## src/rtl/mpr_pkg.sv

```systemverilog
package mpr_pkg;

    typedef enum logic [2:0] {
        RX_IDLE,
        RX_START,
        RX_DATA,
        RX_PARITY,
        RX_STOP
    } rx_state_t;

    localparam int FIELD_W = 9;

    function automatic logic maj3(input logic a, input logic b, input logic c);
        return (a & b) | (a & c) | (b & c);
    endfunction

endpackage

```

## src/rtl/mpr_frame_rx.sv

```systemverilog
module mpr_frame_rx
    import mpr_pkg::*;
#(
    parameter int OSR = 16
) (
    input  logic               clk,
    input  logic               rst_n,
    input  logic               os_tick,
    input  logic               rxd,
    input  logic               cfg_len9,
    input  logic               cfg_par_en,
    output logic               rxd_s,
    output logic               busy,
    output logic               char_done,
    output logic [FIELD_W-1:0] data,
    output logic               data_msb,
    output logic               par_bit
);
    localparam int CW = $clog2(OSR);
    localparam logic [CW-1:0] TAP_A = CW'(OSR / 2 - 1);
    localparam logic [CW-1:0] TAP_B = CW'(OSR / 2);
    localparam logic [CW-1:0] TAP_C = CW'(OSR / 2 + 1);
    localparam logic [CW-1:0] LAST  = CW'(OSR - 1);

    rx_state_t          state_q, state_d;
    logic [1:0]         sync_q;
    logic [CW-1:0]      cnt_q;
    logic [3:0]         idx_q;
    logic [FIELD_W-1:0] shift_q;
    logic [1:0]         vote_q;
    logic               pbit_q;
    logic [3:0]         ndata;
    logic               decide, bit_end, bit_v;

    assign rxd_s   = sync_q[1];
    assign ndata   = 4'd8 + {3'b000, cfg_len9} - {3'b000, cfg_par_en};
    assign decide  = os_tick && (cnt_q == TAP_C);
    assign bit_end = os_tick && (cnt_q == LAST);
    assign bit_v   = maj3(vote_q[0], vote_q[1], rxd_s);

    always_comb begin
        state_d = state_q;
        unique case (state_q)
            RX_IDLE:   if (os_tick && !rxd_s) state_d = RX_START;
            RX_START:  if (decide && bit_v) state_d = RX_IDLE;
                       else if (bit_end) state_d = RX_DATA;
            RX_DATA:   if (bit_end && idx_q == ndata - 4'd1)
                           state_d = cfg_par_en ? RX_PARITY : RX_STOP;
            RX_PARITY: if (bit_end) state_d = RX_STOP;
            RX_STOP:   if (decide) state_d = RX_IDLE;
            default:   state_d = RX_IDLE;
        endcase
    end

    always_ff @(posedge clk or negedge rst_n) begin
        if (!rst_n) begin
            state_q <= RX_IDLE;
            sync_q  <= 2'b11;
            cnt_q   <= '0;
            idx_q   <= '0;
            shift_q <= '0;
            vote_q  <= '0;
            pbit_q  <= 1'b0;
        end else begin
            sync_q  <= {sync_q[0], rxd};
            state_q <= state_d;
            if (state_d != state_q)
                cnt_q <= '0;
            else if (os_tick && state_q != RX_IDLE)
                cnt_q <= cnt_q + 1'b1;
            if (os_tick && cnt_q == TAP_A) vote_q[0] <= rxd_s;
            if (os_tick && cnt_q == TAP_B) vote_q[1] <= rxd_s;
            if (state_q == RX_IDLE && state_d == RX_START) begin
                shift_q <= '0;
                idx_q   <= '0;
            end
            if (state_q == RX_DATA && decide)
                shift_q <= {bit_v, shift_q[FIELD_W-1:1]};
            if (state_q == RX_DATA && bit_end && idx_q != ndata - 4'd1)
                idx_q <= idx_q + 4'd1;
            if (state_q == RX_PARITY && decide)
                pbit_q <= bit_v;
        end
    end

    always_comb begin
        busy      = (state_q != RX_IDLE);
        char_done = (state_q == RX_STOP) && decide;
        data      = shift_q >> (4'd9 - ndata);
        data_msb  = data[ndata - 4'd1];
        par_bit   = pbit_q;
    end

endmodule

```

## src/rtl/mpr_idle_det.sv

```systemverilog
module mpr_idle_det #(
    parameter int OSR = 16
) (
    input  logic clk,
    input  logic rst_n,
    input  logic os_tick,
    input  logic rxd_s,
    input  logic busy,
    input  logic char_done,
    input  logic cfg_len9,
    output logic idle_det
);
    localparam int LW = $clog2(11 * OSR) + 1;

    logic [LW-1:0] cnt_q, limit;
    logic          armed_q;

    assign limit = cfg_len9 ? LW'(11 * OSR) : LW'(10 * OSR);

    always_ff @(posedge clk or negedge rst_n) begin
        if (!rst_n) begin
            cnt_q    <= '0;
            armed_q  <= 1'b0;
            idle_det <= 1'b0;
        end else begin
            idle_det <= 1'b0;
            if (char_done) begin
                armed_q <= 1'b1;
                cnt_q   <= '0;
            end else if (busy) begin
                armed_q <= 1'b0;
            end else if (armed_q && os_tick) begin
                if (!rxd_s) begin
                    armed_q <= 1'b0;
                end else if (cnt_q == limit - 1'b1) begin
                    armed_q  <= 1'b0;
                    idle_det <= 1'b1;
                end else begin
                    cnt_q <= cnt_q + 1'b1;
                end
            end
        end
    end

endmodule

```

## src/rtl/mpuart_rx.sv

```systemverilog
module mpuart_rx
    import mpr_pkg::*;
#(
    parameter int OSR = 16
) (
    input  logic               clk,
    input  logic               rst_n,
    input  logic               os_tick,
    input  logic               rxd,
    input  logic               cfg_len9,
    input  logic               cfg_par_en,
    input  logic               cfg_par_odd,
    input  logic               cfg_wake_addr,
    input  logic               mute_set,
    input  logic               flag_clr,
    output logic [FIELD_W-1:0] rx_data,
    output logic               data_rdy,
    output logic               idle_flag,
    output logic               par_err,
    output logic               overrun,
    output logic               muted
);
    logic               rxd_s, busy, done, msb, pbit, idle_det;
    logic [FIELD_W-1:0] fdata;
    logic               wake_hit, accept, par_bad;

    mpr_frame_rx #(.OSR(OSR)) u_frame (
        .clk(clk), .rst_n(rst_n), .os_tick(os_tick), .rxd(rxd),
        .cfg_len9(cfg_len9), .cfg_par_en(cfg_par_en),
        .rxd_s(rxd_s), .busy(busy), .char_done(done),
        .data(fdata), .data_msb(msb), .par_bit(pbit)
    );

    mpr_idle_det #(.OSR(OSR)) u_idle (
        .clk(clk), .rst_n(rst_n), .os_tick(os_tick), .rxd_s(rxd_s),
        .busy(busy), .char_done(done), .cfg_len9(cfg_len9),
        .idle_det(idle_det)
    );

    assign wake_hit = cfg_wake_addr && msb;
    assign accept   = !muted || wake_hit;
    assign par_bad  = cfg_par_en && ((^fdata ^ pbit) != cfg_par_odd);

    always_ff @(posedge clk or negedge rst_n) begin
        if (!rst_n) begin
            rx_data   <= '0;
            data_rdy  <= 1'b0;
            idle_flag <= 1'b0;
            par_err   <= 1'b0;
            overrun   <= 1'b0;
            muted     <= 1'b0;
        end else begin
            if (flag_clr) begin
                data_rdy  <= 1'b0;
                idle_flag <= 1'b0;
                par_err   <= 1'b0;
                overrun   <= 1'b0;
            end
            if (done && accept) begin
                if (muted) muted <= 1'b0;
                if (data_rdy) begin
                    overrun <= 1'b1;
                end else begin
                    rx_data  <= fdata;
                    data_rdy <= 1'b1;
                    par_err  <= par_bad;
                end
            end
            if (idle_det) begin
                if (!muted) idle_flag <= 1'b1;
                else if (!cfg_wake_addr) muted <= 1'b0;
            end
            if (mute_set) muted <= 1'b1;
        end
    end


    mute_enter_chk: assert property (@(posedge clk) disable iff (!rst_n)
        mute_set |=> muted);


    muted_drop_chk: assert property (@(posedge clk) disable iff (!rst_n)
        (done && muted && !wake_hit && !flag_clr) |=> ($stable(rx_data) && $stable(data_rdy)));


    idle_wake_chk: assert property (@(posedge clk) disable iff (!rst_n)
        (idle_det && muted && !cfg_wake_addr && !flag_clr && !mute_set)
            |=> (!muted && $stable(idle_flag)));


    addr_wake_chk: assert property (@(posedge clk) disable iff (!rst_n)
        (done && muted && cfg_wake_addr && msb && !mute_set && !flag_clr)
            |=> (!muted && data_rdy));


    addr_hold_chk: assert property (@(posedge clk) disable iff (!rst_n)
        (idle_det && muted && cfg_wake_addr && !done) |=> muted);


    overrun_chk: assert property (@(posedge clk) disable iff (!rst_n)
        (done && accept && data_rdy && !flag_clr) |=> (overrun && $stable(rx_data)));

endmodule

```

## config.mk

```make
export PLATFORM = sky130hd
export DESIGN_NAME = mpuart_rx
export DESIGN_NICKNAME = d
export VERILOG_FILES = /design/src/rtl/mpr_pkg.sv /design/src/rtl/mpr_frame_rx.sv /design/src/rtl/mpr_idle_det.sv /design/src/rtl/mpuart_rx.sv
export SDC_FILE = /design/constraint.sdc
export NUM_CORES = 1
export LEC_CHECK = 0
export CAP_MARGIN = 20
export CELL_PAD_IN_SITES_DETAIL_PLACEMENT = 0
export CELL_PAD_IN_SITES_GLOBAL_PLACEMENT = 1
export CORE_MARGIN = 8
export CORE_UTILIZATION = 28
export DETAILED_ROUTE_END_ITERATION = 8
export DONT_BUFFER_PORTS = 1
export PLACE_DENSITY = 0.49
export SYNTH_ARGS = -nofsm -noshare
export SYNTH_HDL_FRONTEND = slang
export SYNTH_SLANG_ARGS = --single-unit
```

## constraint.sdc

```tcl
create_clock -name clk -period 2.6 [get_ports clk]
set_input_delay 0 -clock clk [delete_from_list [all_inputs] [get_ports clk]]
set_output_delay 0 -clock clk [all_outputs]
set_load 0.03 [all_outputs]
```

==> reports/results.txt <==
Status -> finished, final reports clean
P_leak -> 1.301 nW
Synth area leaders -> dfrtp_1, nand2_1, xor2_1
Initial antenna violation count -> 0
Reg2reg end -> rx_data[1]
Setup Buffers After CTS -> 0
Post-layout min period -> 2.143 ns
I/O pins -> 24
Final Util -> 31.89%
Tot Pwr -> 1.635 mW
Slew @ Worst Pin -> 0.5722 ns
Clock buffer depth -> 2
Pwr/cell area -> 524.7 nW/um^2
Drt total wl -> 6072 um
Hold Crit Class -> in -> reg
Non-Filler Instances -> 424
Reg2Reg Setup Slack -> 0.46 ns
Synth Net Count -> 302
Die ar. -> 13540 um^2
DRT antenna net count -> 0
Initial DRT Pass Iterations -> 4
Crit path arrival time -> 2.34 ns
Synthesized cell area -> 2821 um^2
Inserted Clock Buffers -> 5
Vias per Instance -> 4.590
Clk_skew -> 0.01299 ns
Max-slew violations -> 0
# fillers -> 1027
CP endpoint kind -> flop
Initial Utilization -> 28.87%
Startpoint type of the worst setup path -> flop
Yosys warnings -> 0
Largest net degree at the start of global routing -> 51
Die width -> 116.4 um
Total vias in the final route -> 1946
Worst R2R Path Depth -> 7
Final setup fails -> 0
Clock root cell -> clkbuf_8
Largest area contributor in the netlist -> dfrtp_1
Reg2reg start -> u_frame.cnt_q[1]
Starting DRT DRC Count -> 68
Setup TNS -> 0 ns
Die Span Y -> 116.4 um
F_max -> 0.4666 GHz
Placed Instances -> 408
Asr flop ratio synth -> 100.0%
Avg Synthesized Cell Area -> 9.900 um^2
Worst hold path depth -> 2
CTS tree -> yes
Ant diodes -> 0
Max-cap violation count -> 0
Crit path kind -> reg -> reg
Area of the core -> 9774 um^2
Row cnt -> 36
GRT Residual Overflow -> 0
Clock Latency Late Sink -> 0.31 ns
Top_reg_cell synth -> dfrtp_1
Port-buffer cells -> 0
Total Routing Usage GR -> 9.483%
Nets -> 307
Sequential share of the synthesized area -> 44.43%
Data required, critical path -> 2.80 ns
Hold Vio Cnt, Final -> 0
Fin crit share -> 82.42%
WL per Instance -> 14.32 um
Hold path startpoint -> os_tick
Post-synth EDFFs -> 0
Gp weighted congestion -> 0.7247
DRC -> 0
Area growth, synth to finish -> 10.47%
Seq cells post-synth -> 50
H-tree lvl count -> 2
Hold Path End -> u_idle.armed_q
Max-Slew Margin vs Limit -> 61.86%
Synth top area share -> 42.57%
Max FO, Critical Path -> 19
Synth cell types -> 57
Worst vdd ir -> 0.0001816 V
RSZ-0062 raised after global routing -> false
Final HPWL DP -> 4268 um
Number of global-route vias before repair -> 1998
Gate Count Post-Synth -> 285
Layout cell share with drive strength beyond 1 -> 13.06%
Wire length of the first global-routing pass -> 10140 um
Clock Pin Slew Worst Setup and Hold Paths -> 0.10 ns
Sink Count -> 50
## worst max-delay path, cell delays in order (launching register included)
cell and delay [ns]:
dfrtp_1 0.41, inv_1 0.10, ha_1 0.14, and4b_1 0.35, nand3_1 0.21, a211oi_4 0.33, nand2_4 0.19, mux2_4 0.33
## cells in the final DEF (no fill, tap or decap), types with 2 or more instances in the layout
cell	count
nor2b_1	2
nand4b_1	3
o21ai_1	6
xnor2_1	9
nand2_1	36
dfrtp_1	48
or4bb_1	2
clkbuf_8	5
ha_1	7
or3_1	4
mux2i_1	8
o22ai_1	3
nor3_1	4
dfstp_2	2
xnor2_2	2
buf_4	5
nor3_2	2
dlygate4sd3_1	7
mux2_4	2
nand3b_1	4
nand3_1	9
a21oi_1	7
o21ai_0	19
nand4_1	4
xor2_1	12
nor2_1	24
mux2_2	7
inv_1	16
## metal layers
| layer | global-route usage, % | share of wire (%) | vias to the layer above |
|---|---|---|---|
| li1 | - | - | 989 |
| met4 | 2.766 | 1.0 | 0 |
| met5 | 0 | 0 | - |
| met3 | 2.534 | 5.4 | 4 |
| met1 | 12.43 | 49 | 923 |
| met2 | 14.95 | 44 | 30 |
## worst max path at each step
stage	from	end	slack (ns)	cells after the start
global route	u_frame.cnt_q[0]	u_frame.idx_q[2]	0.27	6
floorplan	u_frame.cnt_q[1]	rx_data[1]	0.71	8
detailed placement	u_frame.cnt_q[1]	rx_data[1]	0.44	7
finish	u_frame.cnt_q[1]	rx_data[1]	0.46	7
CTS	u_frame.cnt_q[1]	rx_data[1]	0.44	7
global placement	u_frame.cnt_q[1]	rx_data[1]	0.48	7
## stage by stage
stage               setup WS [ns]  cell area, um^2  hold WS, ns
detailed placement         0.4427             2933      -0.2935
CTS                        0.4414             3117     0.001276
floorplan                  0.7103             2821      -0.2956
finish                     0.4570             3117      0.01464
global placement           0.4832             2933      -0.2937
global route               0.2718             3117      0.01306
## flip-flops by register name (all words and copies together) (netlist names), 2 cells and up
signal           flops
u_frame.idx_q        4
rx_data              9
u_frame.sync_q       2
u_frame.state_q      3
u_idle.cnt_q         9
u_frame.vote_q       2
u_frame.shift_q      9
u_frame.cnt_q        4
## logic make-up (layout without fill, tap and decap cells)
| logic type | after synthesis | count (layout) | synth area share [%] |
|---|---|---|---|
| compound gates | 49 | 49 | 11.22 |
| simple gates | 105 | 105 | 19.47 |
| fa+ha+maj | 8 | 8 | 3.459 |
| buf+inv | 31 | 37 | 5.410 |
| xor+xnor | 24 | 24 | 8.514 |
| mux | 18 | 18 | 7.495 |
| flops | 50 | 50 | 44.43 |
## area by class of cell
type                       instances  area (um^2)  share of cell area (%)
clock buffer                       6        72.57                   2.328
clock inverter                     2        13.76                  0.4416
timing repair buffer              13        135.1                   4.336
tap                              133        166.4                   5.339
multi-input combinational        204         1415                   45.40
sequential                        50         1254                   40.22
inverter                          16        60.06                   1.927
## where the power goes
part | internal, mW | switching (mW) | leakage [nW]
combinational | 0.128 | 0.163 | 0.579
sequential | 0.827 | 0.0514 | 0.677
clock | 0.191 | 0.275 | 0.0452
## repair_timing
| item | in CTS | in global routing |
|---|---|---|
| hold buffers | 8 | 0 |
| gates resized for setup | 0 | 0 |
| endpoints found under the setup margin | 0 | 0 |
| endpoints found under the hold margin | 60 | 0 |
## cell usage after synthesis, drive strengths merged (2+ instances only)
cell type  count
nand3          9
dfrtp         48
nand3b         4
nor3b          2
mux2i          8
xor2          12
buf           10
inv           16
xnor2         11
nand4          4
mux2           9
o31ai          2
nand2         37
or3            4
o21ai         25
clkbuf         5
nor2          25
dfstp          2
nor3           6
nor2b          2
o22ai          4
ha             7
or4bb          2
a21oi          8
nand4b         3
(Power assumes the default switching activity.)
